File: src/rtl/calseq_pkg.sv
package calseq_pkg;

    typedef enum logic [2:0] {
        PH_NORM,
        PH_OFS,
        PH_GAIN,
        PH_FILL,
        PH_VALID
    } phase_e;

    typedef enum logic [1:0] {
        MD_NONE,
        MD_PSC,
        MD_BG,
        MD_SFS
    } run_e;

    typedef enum logic [1:0] {
        SEL_INPUT = 2'b00,
        SEL_SHORT = 2'b01,
        SEL_REF   = 2'b10
    } insel_e;

    localparam logic [2:0] CODE_NORMAL = 3'b000;
    localparam logic [2:0] CODE_PSC    = 3'b100;
    localparam logic [2:0] CODE_BG     = 3'b101;
    localparam logic [2:0] CODE_SFS    = 3'b011;

    typedef struct packed {
        phase_e phase;
        run_e   run;
        logic   exiting;
        logic   fs_next;
        logic   ofs_done;
    } seq_state_t;

    typedef struct packed {
        insel_e sel;
        logic   ofs_en;
        logic   gain_en;
        logic   valid;
    } fe_ctrl_t;

    function automatic run_e decode_code(input logic [2:0] code);
        case (code)
            CODE_PSC: return MD_PSC;
            CODE_BG:  return MD_BG;
            CODE_SFS: return MD_SFS;
            default:  return MD_NONE;
        endcase
    endfunction

    function automatic logic is_timed(input phase_e p);
        return (p == PH_OFS) || (p == PH_GAIN) || (p == PH_FILL);
    endfunction

    function automatic int max3(input int a, input int b, input int c);
        int m;
        m = (a > b) ? a : b;
        return (m > c) ? m : c;
    endfunction

endpackage

File: src/rtl/cal_period_counter.sv
module cal_period_counter #(
    parameter int CNT_W = 3
) (
    input  logic             clk,
    input  logic             rst,
    input  logic             strobe,
    input  logic             counting,
    input  logic             restart,
    input  logic [CNT_W-1:0] len,
    output logic             last
);

    logic [CNT_W-1:0] cnt;

    always_ff @(posedge clk) begin
        if (rst) begin
            cnt <= '0;
        end else if (strobe) begin
            if (restart) begin
                cnt <= '0;
            end else if (counting) begin
                cnt <= cnt + CNT_W'(1);
            end
        end
    end

    assign last = counting && (cnt >= (len - CNT_W'(1)));

    AST_CNT_RESTART: assert property (@(posedge clk) disable iff (rst)
        (strobe && restart) |=> (cnt == '0));

endmodule

File: src/rtl/cal_phase_fsm.sv
module cal_phase_fsm
    import calseq_pkg::*;
#(
    parameter int OFS_CYCLES  = 3,
    parameter int GAIN_CYCLES = 3,
    parameter int FILL_CYCLES = 3,
    parameter int SLAVE_EXTRA = 1,
    parameter int CNT_W       = 3
) (
    input  logic             clk,
    input  logic             rst,
    input  logic             strobe,
    input  logic [2:0]       mode_code,
    input  logic             slave_mode,
    input  logic             last,
    output phase_e           phase_o,
    output run_e             run_o,
    output logic             counting,
    output logic             restart,
    output logic [CNT_W-1:0] len,
    output logic             clr_req
);

    seq_state_t st, nxt;
    run_e       requested;

    assign requested = decode_code(mode_code);
    assign counting  = is_timed(st.phase);
    assign phase_o   = st.phase;
    assign run_o     = st.run;

    always_comb begin
        case (st.phase)
            PH_OFS:  len = CNT_W'(OFS_CYCLES + ((slave_mode && !st.ofs_done) ? SLAVE_EXTRA : 0));
            PH_GAIN: len = CNT_W'(GAIN_CYCLES);
            default: len = CNT_W'(FILL_CYCLES);
        endcase
    end

    always_comb begin
        nxt     = st;
        restart = 1'b0;
        clr_req = 1'b0;
        if (strobe) begin
            if (st.phase == PH_NORM) begin
                case (requested)
                    MD_PSC: begin
                        nxt.phase    = PH_OFS;
                        nxt.run      = MD_PSC;
                        nxt.ofs_done = 1'b0;
                        nxt.exiting  = 1'b0;
                        restart      = 1'b1;
                    end
                    MD_BG: begin
                        nxt.phase    = PH_OFS;
                        nxt.run      = MD_BG;
                        nxt.ofs_done = 1'b0;
                        nxt.exiting  = 1'b0;
                        nxt.fs_next  = 1'b1;
                        restart      = 1'b1;
                    end
                    MD_SFS: begin
                        nxt.phase    = PH_GAIN;
                        nxt.run      = MD_SFS;
                        nxt.ofs_done = 1'b0;
                        nxt.exiting  = 1'b0;
                        restart      = 1'b1;
                    end
                    default: ;
                endcase
            end else if (st.run == MD_BG && !st.exiting && requested != MD_BG) begin
                nxt.phase   = PH_FILL;
                nxt.exiting = 1'b1;
                restart     = 1'b1;
            end else begin
                case (st.phase)
                    PH_OFS: if (last) begin
                        nxt.ofs_done = 1'b1;
                        nxt.phase    = (st.run == MD_PSC) ? PH_GAIN : PH_FILL;
                        restart      = 1'b1;
                    end
                    PH_GAIN: if (last) begin
                        restart = 1'b1;
                        if (st.run == MD_BG) begin
                            nxt.phase = PH_FILL;
                        end else if (st.run == MD_PSC) begin
                            nxt.phase = PH_FILL;
                            clr_req   = 1'b1;
                        end else begin
                            nxt.phase = PH_NORM;
                            nxt.run   = MD_NONE;
                            clr_req   = 1'b1;
                        end
                    end
                    PH_FILL: if (last) begin
                        restart = 1'b1;
                        if (st.exiting || st.run != MD_BG) begin
                            nxt.phase   = PH_NORM;
                            nxt.run     = MD_NONE;
                            nxt.exiting = 1'b0;
                        end else begin
                            nxt.phase = PH_VALID;
                        end
                    end
                    PH_VALID: begin
                        restart     = 1'b1;
                        nxt.phase   = st.fs_next ? PH_GAIN : PH_OFS;
                        nxt.fs_next = !st.fs_next;
                    end
                    default: ;
                endcase
            end
        end
    end

    always_ff @(posedge clk) begin
        if (rst) begin
            st <= '{phase: PH_FILL, run: MD_NONE, exiting: 1'b0,
                    fs_next: 1'b0, ofs_done: 1'b0};
        end else begin
            st <= nxt;
        end
    end

    AST_HOLD_NO_STROBE: assert property (@(posedge clk) disable iff (rst)
        !strobe |=> $stable(st));

    AST_NO_CLR_IN_BG: assert property (@(posedge clk) disable iff (rst)
        clr_req |-> (st.run != MD_BG));

    AST_SFS_RESUMES: assert property (@(posedge clk) disable iff (rst)
        (clr_req && st.run == MD_SFS) |=> (st.phase == PH_NORM));

endmodule

File: src/rtl/cal_ctrl_decode.sv
module cal_ctrl_decode
    import calseq_pkg::*;
(
    input  logic       clk,
    input  logic       rst,
    input  phase_e     phase,
    input  run_e       run,
    input  logic       clr_req,
    output logic [1:0] in_sel,
    output logic       ofs_cal_en,
    output logic       gain_cal_en,
    output logic       drdy_n,
    output logic       mode_clr
);

    fe_ctrl_t ctrl;

    always_comb begin
        ctrl = '{sel: SEL_INPUT, ofs_en: 1'b0, gain_en: 1'b0, valid: 1'b0};
        case (phase)
            PH_OFS: begin
                ctrl.ofs_en = 1'b1;
                ctrl.sel    = (run == MD_BG) ? SEL_SHORT : SEL_INPUT;
            end
            PH_GAIN: begin
                ctrl.gain_en = 1'b1;
                ctrl.sel     = (run == MD_SFS) ? SEL_INPUT : SEL_REF;
            end
            PH_NORM, PH_VALID: ctrl.valid = 1'b1;
            default: ;
        endcase
    end

    always_ff @(posedge clk) begin
        if (rst) begin
            mode_clr <= 1'b0;
        end else begin
            mode_clr <= clr_req;
        end
    end

    assign in_sel      = ctrl.sel;
    assign ofs_cal_en  = ctrl.ofs_en;
    assign gain_cal_en = ctrl.gain_en;
    assign drdy_n      = !ctrl.valid;

    AST_ENABLES_EXCLUSIVE: assert property (@(posedge clk) disable iff (rst)
        !(ofs_cal_en && gain_cal_en));

    AST_DRDY_HIGH_IN_CAL: assert property (@(posedge clk) disable iff (rst)
        (ofs_cal_en || gain_cal_en) |-> drdy_n);

    AST_CLR_ONE_CYCLE: assert property (@(posedge clk) disable iff (rst)
        mode_clr |=> !mode_clr);

    AST_SHORT_ONLY_OFS: assert property (@(posedge clk) disable iff (rst)
        (in_sel == SEL_SHORT) |-> ofs_cal_en);

endmodule

File: src/rtl/calseq_top.sv
module calseq_top
    import calseq_pkg::*;
#(
    parameter int OFS_CYCLES  = 3,
    parameter int GAIN_CYCLES = 3,
    parameter int FILL_CYCLES = 3,
    parameter int SLAVE_EXTRA = 1
) (
    input  logic       clk,
    input  logic       rst,
    input  logic [2:0] mode_code,
    input  logic       conv_strobe,
    input  logic       slave_mode,
    output logic [1:0] in_sel,
    output logic       ofs_cal_en,
    output logic       gain_cal_en,
    output logic       drdy_n,
    output logic       mode_clr
);

    localparam int MAX_LEN = max3(OFS_CYCLES + SLAVE_EXTRA, GAIN_CYCLES, FILL_CYCLES);
    localparam int CNT_W   = $clog2(MAX_LEN + 1);

    phase_e           phase;
    run_e             run;
    logic             counting;
    logic             restart;
    logic             last;
    logic             clr_req;
    logic [CNT_W-1:0] len;

    cal_phase_fsm #(
        .OFS_CYCLES (OFS_CYCLES),
        .GAIN_CYCLES(GAIN_CYCLES),
        .FILL_CYCLES(FILL_CYCLES),
        .SLAVE_EXTRA(SLAVE_EXTRA),
        .CNT_W      (CNT_W)
    ) u_fsm (
        .clk       (clk),
        .rst       (rst),
        .strobe    (conv_strobe),
        .mode_code (mode_code),
        .slave_mode(slave_mode),
        .last      (last),
        .phase_o   (phase),
        .run_o     (run),
        .counting  (counting),
        .restart   (restart),
        .len       (len),
        .clr_req   (clr_req)
    );

    cal_period_counter #(
        .CNT_W(CNT_W)
    ) u_cnt (
        .clk     (clk),
        .rst     (rst),
        .strobe  (conv_strobe),
        .counting(counting),
        .restart (restart),
        .len     (len),
        .last    (last)
    );

    cal_ctrl_decode u_dec (
        .clk        (clk),
        .rst        (rst),
        .phase      (phase),
        .run        (run),
        .clr_req    (clr_req),
        .in_sel     (in_sel),
        .ofs_cal_en (ofs_cal_en),
        .gain_cal_en(gain_cal_en),
        .drdy_n     (drdy_n),
        .mode_clr   (mode_clr)
    );

endmodule

File: config.mk
export PLATFORM = sky130hd
export DESIGN_NAME = calseq_top
export DESIGN_NICKNAME = d
export VERILOG_FILES = /design/src/rtl/calseq_pkg.sv /design/src/rtl/cal_period_counter.sv /design/src/rtl/cal_phase_fsm.sv /design/src/rtl/cal_ctrl_decode.sv /design/src/rtl/calseq_top.sv
export SDC_FILE = /design/constraint.sdc
export NUM_CORES = 1
export LEC_CHECK = 0
export BUFFER_PORTS_ARGS = -buffer_cell sky130_fd_sc_hd__buf_4
export CAP_MARGIN = 25
export CORE_MARGIN = 4
export CORE_UTILIZATION = 54
export DETAILED_ROUTE_END_ITERATION = 7
export HOLD_SLACK_MARGIN = 0.12
export PLACE_DENSITY_LB_ADDON = 0.15
export SYNTH_ARGS = -nofsm -noshare
export SYNTH_HDL_FRONTEND = slang
export SYNTH_SLANG_ARGS = --single-unit
export TNS_END_PERCENT = 10
File: constraint.sdc
create_clock -name clk -period 2.4 [get_ports clk]
set_input_delay 0.12 -clock clk [delete_from_list [all_inputs] [get_ports clk]]
set_output_delay 0.12 -clock clk [all_outputs]
set_load 0.05 [all_outputs]
# After elaboration in Yosys (flattened, before gate mapping)
# Index checks and enable logic that the tools add are counted.
[totals]
inputBits = 7
word_cells = 115
regBits = 12
output_inout_bits = 6
[op_classes]
n_eq_ne = 27
n_lt_le_gt_ge = 1
addsub = 3
muxes = 43
n_bitwise = 3
reduce_logical = 31
[ops]
columns = ["operator", "count"]
rows = [
  ["$mux W3", 8],
  ["$mux W1", 19],
  ["$pmux W6 S3", 1],
  ["$mux W2", 7],
  ["$ne A4 B4 Y1 const B", 3],
  ["$pmux W3 S4", 1],
  ["$reduce_bool A3 Y1", 4],
  ["$reduce_and A5 Y1", 2],
  ["$eq A3 B2 Y1 const B", 3],
  ["$eq A3 B3 Y1 const B", 3],
  ["$ne A3 B3 Y1 const B", 3],
  ["$reduce_and A9 Y1", 1],
  ["$eq A2 B2 Y1 const B", 4],
  ["$mux W8", 1],
  ["$ne A2 B2 Y1 const B", 4],
  ["$pmux W2 S2", 2],
  ["$reduce_bool A2 Y1", 4],
  ["$mux W6", 1],
  ["$ne A3 B2 Y1 const B", 2],
  ["$pmux W2 S3", 1],
  ["$reduce_and A6 Y1", 1],
  ["$reduce_bool A6 Y1", 1],
  ["$reduce_or A3 Y1", 2],
  ["$reduce_or A6 Y1", 1],
  ["18 further kinds", 29],
]

# Logic depth before layout (Yosys ltp)
[logic_depth]
depth_word = 15
depth_mapped = 9
ltp_nobuf = 8

# Hierarchy
# A second synthesis with hierarchy kept.
[unflattened]
cells_unflattened = 123
hier_area_um2 = 953.4
[by_module_without_submodules]
columns = ["module", "seq_area_each_um2", "area_each_um2", "cells_each", "n_inst"]
rows = [
  ["cal_phase_fsm", 160.2, 639.4, 87, 1],
  ["cal_period_counter", 60.1, 240.2, 29, 1],
  ["cal_ctrl_decode", 20.0, 73.8, 7, 1],
]

# Worst setup path after synthesis
# No wires, ideal clock.
[synth_timing]
path_type = "reg-to-reg"
from = "reg u_fsm.st (netlist bit u_fsm.phase_o[0])"
to = "reg u_fsm.st (netlist bit u_fsm.phase_o[0])"
stages_incl_launch_ff = 10
slack_ns = -0.973
t_required_ns = 2.280
period_less_slack_ns = 3.373
t_arrival_ns = 3.253
path_buffers = 1
setup_ns = 0.120
cell_sequence = "dfxtp_1 -> buf_2 -> nor3b_1 -> and3b_1 -> ha_1 -> nor2_1 -> a211oi_1 -> o311ai_2 -> nor3_1 -> a211o_1"
[synth_via]
elab_chain_cells = 7
elab_cells_between_ends = 20
classes_between = "add/sub: 1; order compare: 1; eq/ne: 8; mux: 4; reduce/logical: 6"
[synth_lines]
columns = ["item", "line_no", "source"]
rows = [
  ["from (decl)", "cal_phase_fsm.sv:24", "seq_state_t st, nxt;"],
  ["from (signal assigned)", "cal_phase_fsm.sv:118", "st <= '{phase: PH_FILL, run: MD_NONE, exiting: 1'b0,"],
  ["from (signal assigned)", "cal_phase_fsm.sv:121", "st <= nxt;"],
  ["$eq A3 B1 Y1", "calseq_pkg.sv:54, cal_phase_fsm.sv:33, cal_phase_fsm.sv:76", ""],
  ["$mux W3", "cal_phase_fsm.sv:33", "case (st.phase)"],
  ["$sub A3 B1 Y3", "cal_period_counter.sv:27", "assign last = counting && (cnt >= (len - CNT_W'(1)));"],
  ["$ge A3 B3 Y1", "cal_period_counter.sv:27", ""],
  ["$logic_and A1 B1 Y1", "cal_period_counter.sv:27", ""],
  ["$ne A4 B4 Y1 (no source line) or $ne A4 B3 Y1 (tied branches)", "--", ""],
  ["$reduce_and A6 Y1 (no source line)", "--", ""],
]
# Several ways; a longest one is shown, not always the timed one.
# A chain may end at the register's enable or synchronous reset.

# Worst setup path after layout
[layout_timing]
from = "reg u_fsm.st (netlist bit u_fsm.phase_o[1])"
to = "reg u_fsm.st (netlist bit u_fsm.phase_o[1])"
# The elaborated chain is that of the path after synthesis.

==> impl_metrics.env <==
export IMPL_avgSynthCellArea_um2=8.24
export IMPL_core_area_um2=1510
export IMPL_num_rows=14
export IMPL_fin_nets=134
export IMPL_worstSetupPathType="flip-flop to flip-flop"
export IMPL_die_width_um=47.8
export IMPL_tightest_slew_ns=0.425
export IMPL_synth_top_cell_area_share_pct=28.0
export IMPL_peakVddDrop_mv=0.307
export IMPL_status="completed"
export IMPL_area_growth_pct=21.2
export IMPL_wirelength_um=2280
export IMPL_synth_area_leaders="dfxtp_1 (28%), ha_1 (7.3%), a211o_1 (4.1%), nor2_1 (3.9%), a21oi_1 (3.5%)"
export IMPL_numCtsBuffers=3
export IMPL_htree_levels=1
export IMPL_setup_ws_ns=0.294
export IMPL_place_congestion=0.865
export IMPL_clock_root_buffer="clkbuf_4"
export IMPL_drive_gt1_share_pct=26.4
export IMPL_clock_sinks=12
export IMPL_insertion_delay_ns=0.29
export IMPL_io_pins=13
export IMPL_vias=881
export IMPL_wl_per_cell_um=16.7
export IMPL_slowest_stage="o311ai_2"
export IMPL_setup_viol=0
export IMPL_final_cell_mix="buf_4 (16), dfxtp_1 (11), nor2_1 (9), nand2_1 (8)"
export IMPL_syn_area_um2=857
export IMPL_gr_total_overflow=0
export IMPL_syn_inst=104
export IMPL_antenna_left=0
export IMPL_clk_pin_slew_ns=0.09
export IMPL_num_antenna_cells=0
export IMPL_cp_arrival_ns=2.27
export IMPL_via_per_inst=6.43
export IMPL_grt_pass1_wl_um=3600
export IMPL_syn_nets=116
export IMPL_grt_pass1_vias=795
export IMPL_fin_crit_ns=2.11
export IMPL_cp_max_fo=5
export IMPL_cellPowerDensity_nw_per_um2=475
export IMPL_fmax_ghz=0.475
export IMPL_timing_slew_headroom_pct=70.9
export IMPL_cts_buffer_depth=2
export IMPL_antenna_found_initial=0
export IMPL_required_ns=2.57
export IMPL_die_area_um2=2290
export IMPL_skew_ns=0.0108
export IMPL_r2r_slack_ns=0.29
export IMPL_leakagePower_uw=0.000404
export IMPL_finalPower_uw=494
export IMPL_yosysSeqAreaShare_pct=28.0
export IMPL_hold_viol_final=0
export IMPL_grt_max_degree=15
export IMPL_cp_num_buf_inv=0
export IMPL_drc=0
export IMPL_crit_path_end_kind="flip-flop"
export IMPL_grtUsageTotal_pct=23.1
export IMPL_yosys_area_top_type="dfxtp_1"
export IMPL_cpPeakStageDelay_ns=0.38
export IMPL_hold_class="primary input to flip-flop"
export IMPL_synth_cell_type_count=43
export IMPL_ys_ff_latch=12
export IMPL_rsz0062_at_grt="no"
export IMPL_cp_start_kind="flip-flop"
export IMPL_cts_tree="built"
export IMPL_dpl_hpwl_um=1670
export IMPL_period_share_pct=87.8
export IMPL_cpLargestDelayFamily="compound AO/OA/AOI/OAI gates"
export IMPL_start_util_pct=56.9
export IMPL_post_cts_buffers=0
export IMPL_crit_top_cell="a211oi_1"
export IMPL_cts_resized=0
export IMPL_ys_warn_count=0
export IMPL_path_cells="nor3b_4 -> and3b_1 -> ha_1 -> nor2_1 -> a211oi_1 -> o311ai_2 -> a211oi_1 -> a211o_1"
export IMPL_die_h_um=47.8
export IMPL_final_common_cell="buf_4"
export IMPL_dp_slack_ns=0.317
export IMPL_cap_violations=0
export IMPL_drt_pass1_iterations=4
export IMPL_drtIter0Drc=48
export IMPL_portBuffers=12
export IMPL_slew_violations=0
[flip-flops by register name, indices dropped and copies added, names as in the netlist]
register        flops
u_cnt.cnt           3
u_fsm.phase_o       3
u_fsm.st            3
u_fsm.run_o         2
u_dec.mode_clr      1
[final timing paths]
check                   start                to  depth (start not counted)
max          u_fsm.phase_o[1]  u_fsm.phase_o[1]                          8
min              mode_code[1]    u_fsm.run_o[1]                          4
min reg2reg       u_fsm.st[1]       u_fsm.st[1]                          2
max reg2reg  u_fsm.phase_o[1]  u_fsm.phase_o[1]                          8
[per-layer routing]
layer / global-route usage [%] / vias to the layer above / part of all wire [%]
met1: 30.0 / 416 / 41
met2: 35.1 / 45 / 50
met5: 0 / - / 0
li1: - / 413 / -
met4: 10.2 / 0 / 1.8
met3: 6.77 / 7 / 7.6
[cells by family after synthesis]
family	after synthesis	share of synthesized area [%]
AND/OR/NAND/NOR	46	30.7
AO/OA/AOI/OAI	28	25.0
flip-flops	12	28.0
buffers and inverters	10	5.84
adder cells (fa/ha/maj)	5	7.30
XOR/XNOR	2	2.04
multiplexers	1	1.17
[power breakdown]
| part | switching (µW) | internal, µW |
|---|---|---|
| Clock | 74.8 | 92.4 |
| Sequential | 6.70 | 206 |
| Combinational | 65.9 | 48.2 |
[cell usage after synthesis, drive strengths merged]
master	count
and2	3
nor2	11
o21ai	3
xnor2	1
nand4b	1
o32ai	1
a211oi	4
nand2b	4
or3	3
a211o	4
a2111oi	1
inv	5
a21oi	6
nor2b	2
mux2i	1
nor3	5
ha	5
nor3b	1
and3b	3
nand3b	1
o311ai	1
o22ai	3
nand3	2
xor2	1
or2b	1
o31ai	1
nor4	1
a31oi	2
dfxtp	12
o41ai	2
clkbuf	2
buf	3
nand2	8
[repair_timing]
item                                    4_1_cts  5_1_grt
hold buffers                                  2        0
hold endpoints to repair                      5        0
endpoints found under the setup margin        0        0
[cell type report]
cell class,instances,area (µm²)
Clock buffer,4,36.3
Fill cell,131,468
Multi-Input combinational cell,82,582
Timing Repair Buffer,18,140
Tap cell,16,20.0
Inverter,5,18.8
Sequential cell,12,241
[worst reg2reg max path, delay by kind of cell, from the launching register on]
family	cells	cell delay [ns]
AOI/OAI and AO/OA	4	0.90
and+or+nand+nor	3	0.52
DFF	1	0.34
adders and majority gates	1	0.23
[per-stage QoR]
stage / instances / setup TNS (ns) / hold WS [ns] / util (%) / cell area [µm²]
after detailed placement: 131 / 0 / 0.392 / 65.2 / 982
after global placement: 131 / 0 / 0.387 / 65.2 / 982
after floorplan: 104 / -0.0872 / 0.272 / - / 880
after global routing: 137 / 0 / 0.201 / 68.9 / 1040
after CTS: 137 / 0 / 0.167 / 68.9 / 1040
final: 137 / 0 / 0.163 / 68.9 / 1040
No activity file was read; power rests on OpenSTA's default activity.
